<file path="config.mk">
export PLATFORM = sky130hd
export DESIGN_NAME = useq_core
export DESIGN_NICKNAME = d
export VERILOG_FILES = /design/src/rtl/useq_core.sv
export SDC_FILE = /design/constraint.sdc
export NUM_CORES = 2
export LEC_CHECK = 0
export BUFFER_PORTS_ARGS = -buffer_cell sky130_fd_sc_hd__buf_4
export CAP_MARGIN = 30
export CORE_MARGIN = 2
export CORE_UTILIZATION = 59
export CTS_BUF_LIST = sky130_fd_sc_hd__clkbuf_4 sky130_fd_sc_hd__clkbuf_8
export DETAILED_ROUTE_END_ITERATION = 8
export MAX_ROUTING_LAYER = met4
export PLACE_DENSITY = 0.77
export SLEW_MARGIN = 40
export SYNTH_ARGS = -nofsm -noshare
export SYNTH_HDL_FRONTEND = slang
export SYNTH_SLANG_ARGS = --single-unit
export TNS_END_PERCENT = 30
</file>
<file path="constraint.sdc">
create_clock -name clk -period 7.5 [get_ports clk]
set_clock_uncertainty 0.15 [all_clocks]
set_input_delay 1.125 -clock clk [delete_from_list [all_inputs] [get_ports clk]]
set_output_delay 1.125 -clock clk [all_outputs]
set_load 0.01 [all_outputs]
</file>
<file path="src/rtl/useq_core.sv">
module useq_core #(
  parameter int DW    = 16,
  parameter int NCOND = 32,
  parameter int SPD   = 64,
  parameter int STK   = 4
) (
  input  logic             clk,
  input  logic             rst_n,
  input  logic             en,
  output logic [6:0]       rom_addr,
  input  logic [31:0]      rom_data,
  input  logic [NCOND-1:0] cond,
  output logic [7:0]       shm_addr,
  output logic             shm_rd,
  output logic             shm_wr,
  output logic [DW-1:0]    shm_wdata,
  input  logic [DW-1:0]    shm_rdata,
  output logic [7:0]       hwr_addr,
  output logic             hwr_rd,
  output logic             hwr_wr,
  output logic [DW-1:0]    hwr_wdata,
  input  logic [DW-1:0]    hwr_rdata,
  output logic [2:0]       flags,
  output logic             err
);
  localparam int AW  = 7;
  localparam int SPW = $clog2(SPD);
  localparam int CW  = $clog2(NCOND);
  localparam int SHW = $clog2(DW);
  localparam int SW  = $clog2(STK + 1);
  localparam int IXW = $clog2(STK);
  localparam logic [1:0] T_SCR = 2'd0, T_SHM = 2'd1, T_HWR = 2'd2, T_LIT = 2'd3;

  logic [AW-1:0] pc, npc;
  logic [1:0]    ph;
  logic [SW-1:0] sp, spm1;
  logic          zf, cf, nf;
  logic [DW-1:0] alat;
  logic [DW-1:0] scr [SPD];
  logic [AW-1:0] stk [STK];

  wire [4:0] op = rom_data[31:27];
  wire [1:0] ta = rom_data[26:25];
  wire [7:0] ia = rom_data[24:17];
  wire [1:0] tb = rom_data[16:15];
  wire [7:0] ib = rom_data[14:7];
  wire [6:0] fld = rom_data[6:0];

  wire alu   = op[4:3] != 2'b11;
  wire need_a = alu && (ta == T_SHM || ta == T_HWR);
  wire need_b = alu && (tb == T_SHM || tb == T_HWR);
  wire same  = need_a && need_b && (ta == tb);
  wire exec  = (ph == 2'd0 && en && !need_a && !need_b) || (ph == 2'd1 && !same) || ph == 2'd2;

  wire [DW-1:0] port_a = (ta == T_SHM) ? shm_rdata : hwr_rdata;
  wire [DW-1:0] port_b = (tb == T_SHM) ? shm_rdata : hwr_rdata;
  logic [DW-1:0] opa, opb;

  always_comb begin
    case (ta)
      T_SCR:   opa = scr[ia[SPW-1:0]];
      T_LIT:   opa = {{(DW-8){1'b0}}, ia};
      default: opa = (ph == 2'd2) ? alat : port_a;
    endcase
    case (tb)
      T_SCR:   opb = scr[ib[SPW-1:0]];
      T_LIT:   opb = {{(DW-8){1'b0}}, ib};
      default: opb = port_b;
    endcase
  end

  logic [DW:0] x;
  logic [DW:0] rtmp;
  wire [SHW-1:0] sh = opb[SHW-1:0];
  always_comb begin
    rtmp = '0;
    case (op[2:0])
      3'd0:        x = {1'b0, opa} + {1'b0, opb};
      3'd1, 3'd7:  x = {1'b0, opa} - {1'b0, opb};
      3'd2:        x = {1'b0, opa & opb};
      3'd3:        x = {1'b0, opa | opb};
      3'd4:        x = {1'b0, opa ^ opb};
      3'd5:        x = {1'b0, opa} << sh;
      default: begin
        rtmp = {opa, 1'b0} >> sh;
        x = {rtmp[0], rtmp[DW:1]};
      end
    endcase
  end
  wire [DW-1:0] res = x[DW-1:0];

  wire wen = exec && alu && op[2:0] != 3'd7;
  assign shm_wr = wen && op[4:3] == 2'b01;
  assign hwr_wr = wen && op[4:3] == 2'b10;
  assign shm_wdata = res;
  assign hwr_wdata = res;
  assign shm_rd = (ph == 2'd0 && en && alu && (ta == T_SHM || tb == T_SHM)) ||
                  (ph == 2'd1 && same && tb == T_SHM);
  assign hwr_rd = (ph == 2'd0 && en && alu && (ta == T_HWR || tb == T_HWR)) ||
                  (ph == 2'd1 && same && tb == T_HWR);
  assign shm_addr = shm_wr ? {1'b0, fld} : (ph == 2'd0 && ta == T_SHM) ? ia : ib;
  assign hwr_addr = hwr_wr ? {1'b0, fld} : (ph == 2'd0 && ta == T_HWR) ? ia : ib;

  wire [3:0] fsel = {1'b0, nf, cf, zf};
  logic push, pop, fault;
  assign spm1 = sp - 1'b1;
  always_comb begin
    npc = pc + 1'b1;
    push = 1'b0;
    pop = 1'b0;
    fault = 1'b0;
    if (!alu) begin
      case (op[2:0])
        3'd1: npc = fld;
        3'd2: if (sp == SW'(STK)) begin fault = 1'b1; npc = pc; end
              else begin push = 1'b1; npc = fld; end
        3'd3: if (sp == '0) begin fault = 1'b1; npc = pc; end
              else begin pop = 1'b1; npc = stk[spm1[IXW-1:0]]; end
        3'd4: if (cond[ia[CW-1:0]] == ib[0]) npc = fld;
        3'd5: if (fsel[ia[1:0]] == ib[0]) npc = fld;
        default: ;
      endcase
    end
  end

  always_ff @(posedge clk or negedge rst_n) begin
    if (!rst_n) begin
      pc <= '0;
      ph <= 2'd0;
      sp <= '0;
      {nf, cf, zf} <= 3'b000;
      err <= 1'b0;
      alat <= '0;
      for (int i = 0; i < SPD; i++) scr[i] <= '0;
      for (int i = 0; i < STK; i++) stk[i] <= '0;
    end else begin
      case (ph)
        2'd0:    if (en && (need_a || need_b)) ph <= 2'd1;
        2'd1:    ph <= same ? 2'd2 : 2'd0;
        default: ph <= 2'd0;
      endcase
      if (ph == 2'd1 && same) alat <= port_a;
      if (exec) pc <= npc;
      if (exec && alu) {nf, cf, zf} <= {res[DW-1], x[DW], res == '0};
      if (wen && op[4:3] == 2'b00) scr[fld[SPW-1:0]] <= res;
      if (exec && push) begin
        stk[sp[IXW-1:0]] <= pc + 1'b1;
        sp <= sp + 1'b1;
      end
      if (exec && pop) sp <= spm1;
      if (exec && fault) err <= 1'b1;
    end
  end

  assign rom_addr = pc;
  assign flags = {nf, cf, zf};

  AST_STACK_BOUND: assert property (@(posedge clk) disable iff (!rst_n) sp <= SW'(STK));
  AST_ERR_STICKY:  assert property (@(posedge clk) disable iff (!rst_n) err |=> err);
  AST_FAULT_HOLD:  assert property (@(posedge clk) disable iff (!rst_n) $rose(err) |-> pc == $past(pc));
  AST_IDLE_HOLD:   assert property (@(posedge clk) disable iff (!rst_n) (ph == 2'd0 && !en) |=> $stable(pc) && $stable(flags));
  AST_READ_STALL:  assert property (@(posedge clk) disable iff (!rst_n) (shm_rd || hwr_rd) |=> $stable(pc));
  AST_SHM_ONE_OP:  assert property (@(posedge clk) disable iff (!rst_n) !(shm_rd && shm_wr));
  AST_HWR_ONE_OP:  assert property (@(posedge clk) disable iff (!rst_n) !(hwr_rd && hwr_wr));
endmodule

</file>
Yosys cells after proc, flatten, opt, wreduce, memory -nomap -nowiden
Index checks and enable logic that the tools add are counted.

word-level totals
  register bits after elaboration = 1084
  input port bits = 99
  output and inout port bits = 63

cells by class
  $add $sub $neg = 5
  order comparisons = 9
  equal/unequal tests = 25
  shifts and indexed selects = 2
  muxes and demuxes = 50
  bitwise operators = 8
  reduce and logical (&&, ||, !) cells = 49

operators with widths
  cell                                                       number
  1024-bit bitwise mux                                       1
  16-bit binary-select mux with 6-bit select                 2
  16-bit two-way mux                                         8
  17-bit case mux with 6 select lines                        1
  16-bit demux with 6-bit select                             1
  16-bit case mux with 2 select lines                        2
  7-bit two-way mux                                          8
  7-bit case mux with 5 select lines                         1
  8-bit two-way mux                                          4
  28-bit bitwise mux                                         1
  1-bit logical AND                                          27
  7-bit greater-or-equal comparator (second input constant)  3
  6-bit NOT with 7-bit output                                3
  16-bit by 16-bit adder with 17-bit output                  1
  16-bit by 4-bit << shifter with 17-bit output              1
  17-bit by 4-bit right shift with 17-bit output             1
  16-bit by 16-bit subtractor with 17-bit output             1
  16-bit AND                                                 1
  16-bit zero test                                           1
  16-bit bitwise OR                                          1
  16-bit XOR                                                 1
  7-bit binary-select mux with 2-bit select                  1
  7-bit demux with 2-bit select                              1
  2-bit equality test (second input constant)                6
  32 further kinds                                           70

Logic depth before layout (Yosys ltp)
  depth in word-level cells = 13
  gate-level depth with buffers = 31
  gate-level depth less buffers = 25

Least setup slack after synthesis
OpenSTA, ideal clock, no wires.

  kind = input port to output port
  start = input rom_data[10]
  end = output hwr_wdata[14]
  data arrival time = 6813 ps
  required time = 6225 ps
  path slack = -588 ps
  stages on the path = 28
  path buffers = 8
  cell sequence = buf_2 > inv_1 > buf_2 > buf_1 > nand3_1 > a41oi_1 > nand3_1 > inv_2 > buf_1 > buf_2 > ha_1 > nor2_1 > xnor2_1 > ha_1 > a21o_1 > a21oi_1 > o21ai_0 > a21oi_1 > o21ai_0 > a31o_2 > a31o_2 > a311oi_1 > xnor2_1 > a211oi_1 > buf_2 > buf_2 > inv_1 > buf_4

between the ends
  longest elaborated chain between the ends = 7
  elaborated cells between the ends (all ways) = 13
  those cells by class = add/sub: 2; shift: 2; mux: 5; bitwise: 4

ends and longest elaborated chain
  what                                                                    RTL line  source
  start, declared                                                         11        input logic [31:0] rom_data,
  6-bit NOT with 7-bit output (implied by the code)                       66        T_SCR: opb = scr[ib[SPW-1:0]];
  16-bit binary-select mux with 6-bit select                              66
  16-bit two-way mux (implied by the code) (2 in a row)                   66
  16-bit case mux with 2 select lines *                                   65        case (tb)
  16-bit by 16-bit subtractor with 17-bit output (tied with other cells)  79        3'd1, 3'd7: x = {1'b0, opa} - {1'b0, opb};
  17-bit case mux with 6 select lines *                                   77        case (op[2:0])
  end, declared                                                           21        output logic [DW-1:0] hwr_wdata,

Mark *: on every way between the ends. The rest lies on a longest branch, timed or not. The select of a mux whose other input is x is not followed.

Worst setup path in the final report
  start = input rom_data[7]
  end = output shm_wdata[13]

between the ends
  longest elaborated chain between the ends = 7
  elaborated cells between the ends (all ways) = 13
  those cells by class = add/sub: 2; shift: 2; mux: 5; bitwise: 4

ends and longest elaborated chain
  what                                                                    RTL line  source
  6-bit NOT with 7-bit output (implied by the code)                       66
  16-bit binary-select mux with 6-bit select                              66
  16-bit two-way mux (implied by the code) (2 in a row)                   66
  16-bit case mux with 2 select lines *                                   65
  16-bit by 16-bit subtractor with 17-bit output (tied with other cells)  79
  17-bit case mux with 6 select lines *                                   77
  end, declared                                                           16        output logic [DW-1:0] shm_wdata,

Marks and branches as above.

==> results by group <==
Floorplan
  – Site row count: roughly 120
  – Die height: roughly 330 um
  – Core Area: between 100,000 and 150,000 sq um
  – Initial Util: 59.6%
  – Die Wd: roughly 330 um
  – Die area: 107,000 sq um
  – I/O pin cnt: approximately 160

Clock network
  – Num CTS Buffers: 178
  – Clock root buffer: clkbuf_8
  – Max clock buf depth: 3
  – CTS tree: built
  – Sink Count: 1,084
  – Clock edge transition at the registers on the reported setup and hold paths: approximately 0.060 ns
  – Worst skew pair latency: 0.93 ns
  – H-tree depth: 4

Logic synthesis
  – Post-Syn Instances: ~5.7k
  – Sequential-to-total area share from yosys stat: 43.9%
  – Synth cell types: 90
  – Primary FF master, synth: dfrtp_1
  – Mean post-synth cell area: around 11 sq um
  – Yosys warns: 0
  – Post-synth net total: 5,882
  – Synthesized area: ~60,000 sq um
  – Synth Register Bits: 1,084
  – Async set or reset register ratio after synthesis: 100%
  – Post-synth EDFFs: 0

Critical path
  – Max incr delay on CP: 0.63 ns
  – Worst Path Arrival: approximately 6.5 ns
  – Crit path max-delay family: multiplexers
  – Setup CP Type: primary input to primary output
  – Crit-path max FO: 5
  – Worst R2R End: scr[701]
  – Worst setup EP type: primary output
  – Crit path max-delay cell type: mux4_2
  – Data required, critical path: 6.22 ns
  – Crit-path cells: buf_16 > buf_8 > mux4_2 > mux4_2 > mux4_2 > a221oi_4 > a21o_2 > inv_2 > nor4_4 > nor3b_4 > nor2_1 > xnor2_1 > ha_1 > or3_1 > or3_4 > a31o_4 > a211oi_2 > nor2_2 > a211oi_4 > inv_2 > buf_4
  – Top cell by count, worst path: mux4_2
  – Crit Reg-Reg Startpoint: scr[580]
  – CP Buf/Inv Count: 5
  – Critical path launch point type: primary input
  – Flop-to-flop setup slack: 0.74 ns
  – Reg2Reg Depth: 20

Global route
  – Initial antenna violation count: 29
  – First-pass GRT wire length: 346 mm
  – GRT Total Usage: 46.0%
  – Vias in the first global route: 51.0k
  – Total congestion overflow: 0
  – Largest net degree at the start of global routing: ~150

Status
  – Failing checks: negative setup slack
  – Outcome: complete, but fails checks

Pwr
  – VDD IR max: 239 uV
  – Pwr/cell area: approximately 240 nW/um^2
  – Leakage Power: 31.9 nW

Timing
  – Fin worst setup slack: -0.308 ns
  – Setup TNS: -2.51 ns
  – Max-slew violations: 0
  – Min Clock Period, post-route: 7.81 ns
  – Max frequency: between 100 and 150 MHz
  – Final Cycle Share: 104%
  – Hold_ws: 0.326 ns
  – Max_slew headroom: between 30% and 40%
  – Unrepaired setup endpoints after global routing: true
  – Final Hold Viols: 0
  – Worst-Margin Slew: 0.926 ns
  – Setup-failing EPs final: 14

Hold path
  – Depth of the worst hold-timing path: 2
  – Hold path endpoint: stk[18]
  – Hold Startpoint: stk[18]
  – Worst hold path class: flop to flop

Detailed routing
  – Routed len/inst: 31.4 um
  – Vias per std cell: around 6.9
  – First-pass DRT Iterations: 9
  – Final WL: 237 mm
  – Iteration-0 DRC Markers: 8,115
  – DRC: 0
  – Routed Antenna Nets: 0
  – Via Count: 52.5k

Layout
  – Nets: 6,171
  – Most frequent cells in the layout: 1,084 x dfrtp_1, 894 x nor2_1, 883 x a21oi_1
  – Layout cell share with drive strength beyond 1: 30.6%
  – Area Overhead vs Synth: 15.5%
  – Final Non-Filler Cells: 7,553
  – Commonest non-fill, non-tap cell in the layout: dfrtp_1
  – Finished Core Util: 68.8%

Placement
  – DPL Wire Length: around 170 mm
  – Buffers added on ports: 161
  – Gpl congestion: 1.08
  – Setup WS pre-CTS: -0.364 ns
  – Placed Cells: 7,173

Flow run
  – Max Cap Viol: 0
-- cells by family after synthesis --
group	count (synthesis)	synth area share (%)
compound gates	1449	13.1
xor+xnor	36	0.510
fa+ha+maj	65	1.33
buf+inv	675	5.13
flops	1084	43.9
mux	833	25.7
simple gates	1576	10.4
-- tightest hold or removal path: stages (launching register included) --
cell and delay (ns):
dfrtp_1 0.33, nand2_1 0.04, o21ai_0 0.06
-- metal layers --
metal	part of all wire (%)	wire (um)	GRT usage, %
met1	35	83600	58.1
met2	43	101000	63.0
met4	7.5	17900	28.1
met5	0	0	-
met3	14	34400	17.6
-- cell usage after synthesis (6+ instances only) --
| cell type | count | area [sq um] |
|---|---|---|
| o21ai_0 | 288 | 1440 |
| inv_2 | 10 | 37.5 |
| o211a_1 | 9 | 90.1 |
| buf_2 | 99 | 495 |
| o31ai_1 | 10 | 75.1 |
| a211oi_1 | 24 | 180 |
| a22oi_1 | 37 | 278 |
| or3b_2 | 6 | 52.6 |
| a211o_1 | 6 | 52.6 |
| buf_1 | 30 | 113 |
| nand2b_1 | 15 | 93.8 |
| o21a_1 | 6 | 45.0 |
| nand3b_1 | 6 | 45.0 |
| a22o_1 | 8 | 70.1 |
| nor3_1 | 30 | 150 |
| o211ai_1 | 15 | 113 |
| a21oi_1 | 889 | 4450 |
| inv_1 | 71 | 267 |
| and2_1 | 15 | 93.8 |
| nand3_1 | 51 | 255 |
| nor2b_1 | 15 | 93.8 |
| a221oi_1 | 12 | 105 |
| clkbuf_1 | 363 | 1360 |
| buf_4 | 70 | 526 |
| mux4_1 | 14 | 368 |
| buf_6 | 27 | 304 |
| mux4_2 | 574 | 12900 |
| a32oi_1 | 9 | 78.8 |
| a31oi_1 | 16 | 100 |
| or2_2 | 6 | 37.5 |
| ha_1 | 64 | 801 |
| o221ai_1 | 6 | 52.6 |
| o22ai_1 | 42 | 263 |
| mux2_2 | 113 | 1270 |
| nand2_1 | 413 | 1550 |
| xor2_1 | 11 | 96.3 |
| mux2i_1 | 132 | 1320 |
| nand4_1 | 16 | 100 |
| nor2_1 | 951 | 3570 |
| and3_1 | 20 | 125 |
| xnor2_1 | 25 | 219 |
| dfrtp_1 | 1084 | 27100 |
| nor3b_1 | 6 | 45.0 |
-- stage by stage --
step / instance area [sq um] / total power, mW
floorplan: 62100 / 9.31
global placement: 66600 / 11.0
detailed placement: 66600 / 11.1
CTS: 70900 / 16.7
global route: 71400 / 17.5
finish: 71400 / 17.0
-- how the worst max path moves through the flow --
stage,from,end,slack (ns),cells past startpoint
2_1_floorplan,rom_data[8],hwr_wdata[13],0.009,25
3_3_place_gp,rom_data[7],shm_wdata[13],-0.36,21
3_5_place_dp,rom_data[7],shm_wdata[13],-0.36,21
4_1_cts,rom_data[7],shm_wdata[13],-0.09,22
5_1_grt,rom_data[7],shm_wdata[14],-0.35,22
6_report,rom_data[7],shm_wdata[13],-0.31,21
-- power by group --
group          leakage, nW  internal, mW  switching [mW]
logic                 15.0          1.77            2.79
clock network         2.06          3.13            2.55
registers             14.9          6.34           0.422
-- what timing repair did --
item,CTS,global route
resized for setup,48,46
endpoints found under the setup margin,20,22
hold endpoints to repair,0,17
buffers inserted,13,16
hold buffers,0,1
pin swaps,11,32
gates cloned,4,0
-- area by class of cell --
cell class | instances | area [sq um]
Clock buffer | 272 | 3390
Inverter | 82 | 313
Fill cell | 7474 | 32400
Tap cell | 1380 | 1730
Timing Repair Buffer | 702 | 6190
Clock inverter | 45 | 475
Antenna cell | 29 | 72.6
Multi-Input combinational cell | 3959 | 32100
Sequential cell | 1084 | 27100
-- sequential cells by signal, indices dropped and copies added (netlist names) --
signal    flops
zf            1
scr        1024
alat         16
stk          28
nf            1
sp            3
ph            2
err           1
rom_addr      7
cf            1
No activity file was read; power rests on OpenSTA's default activity.
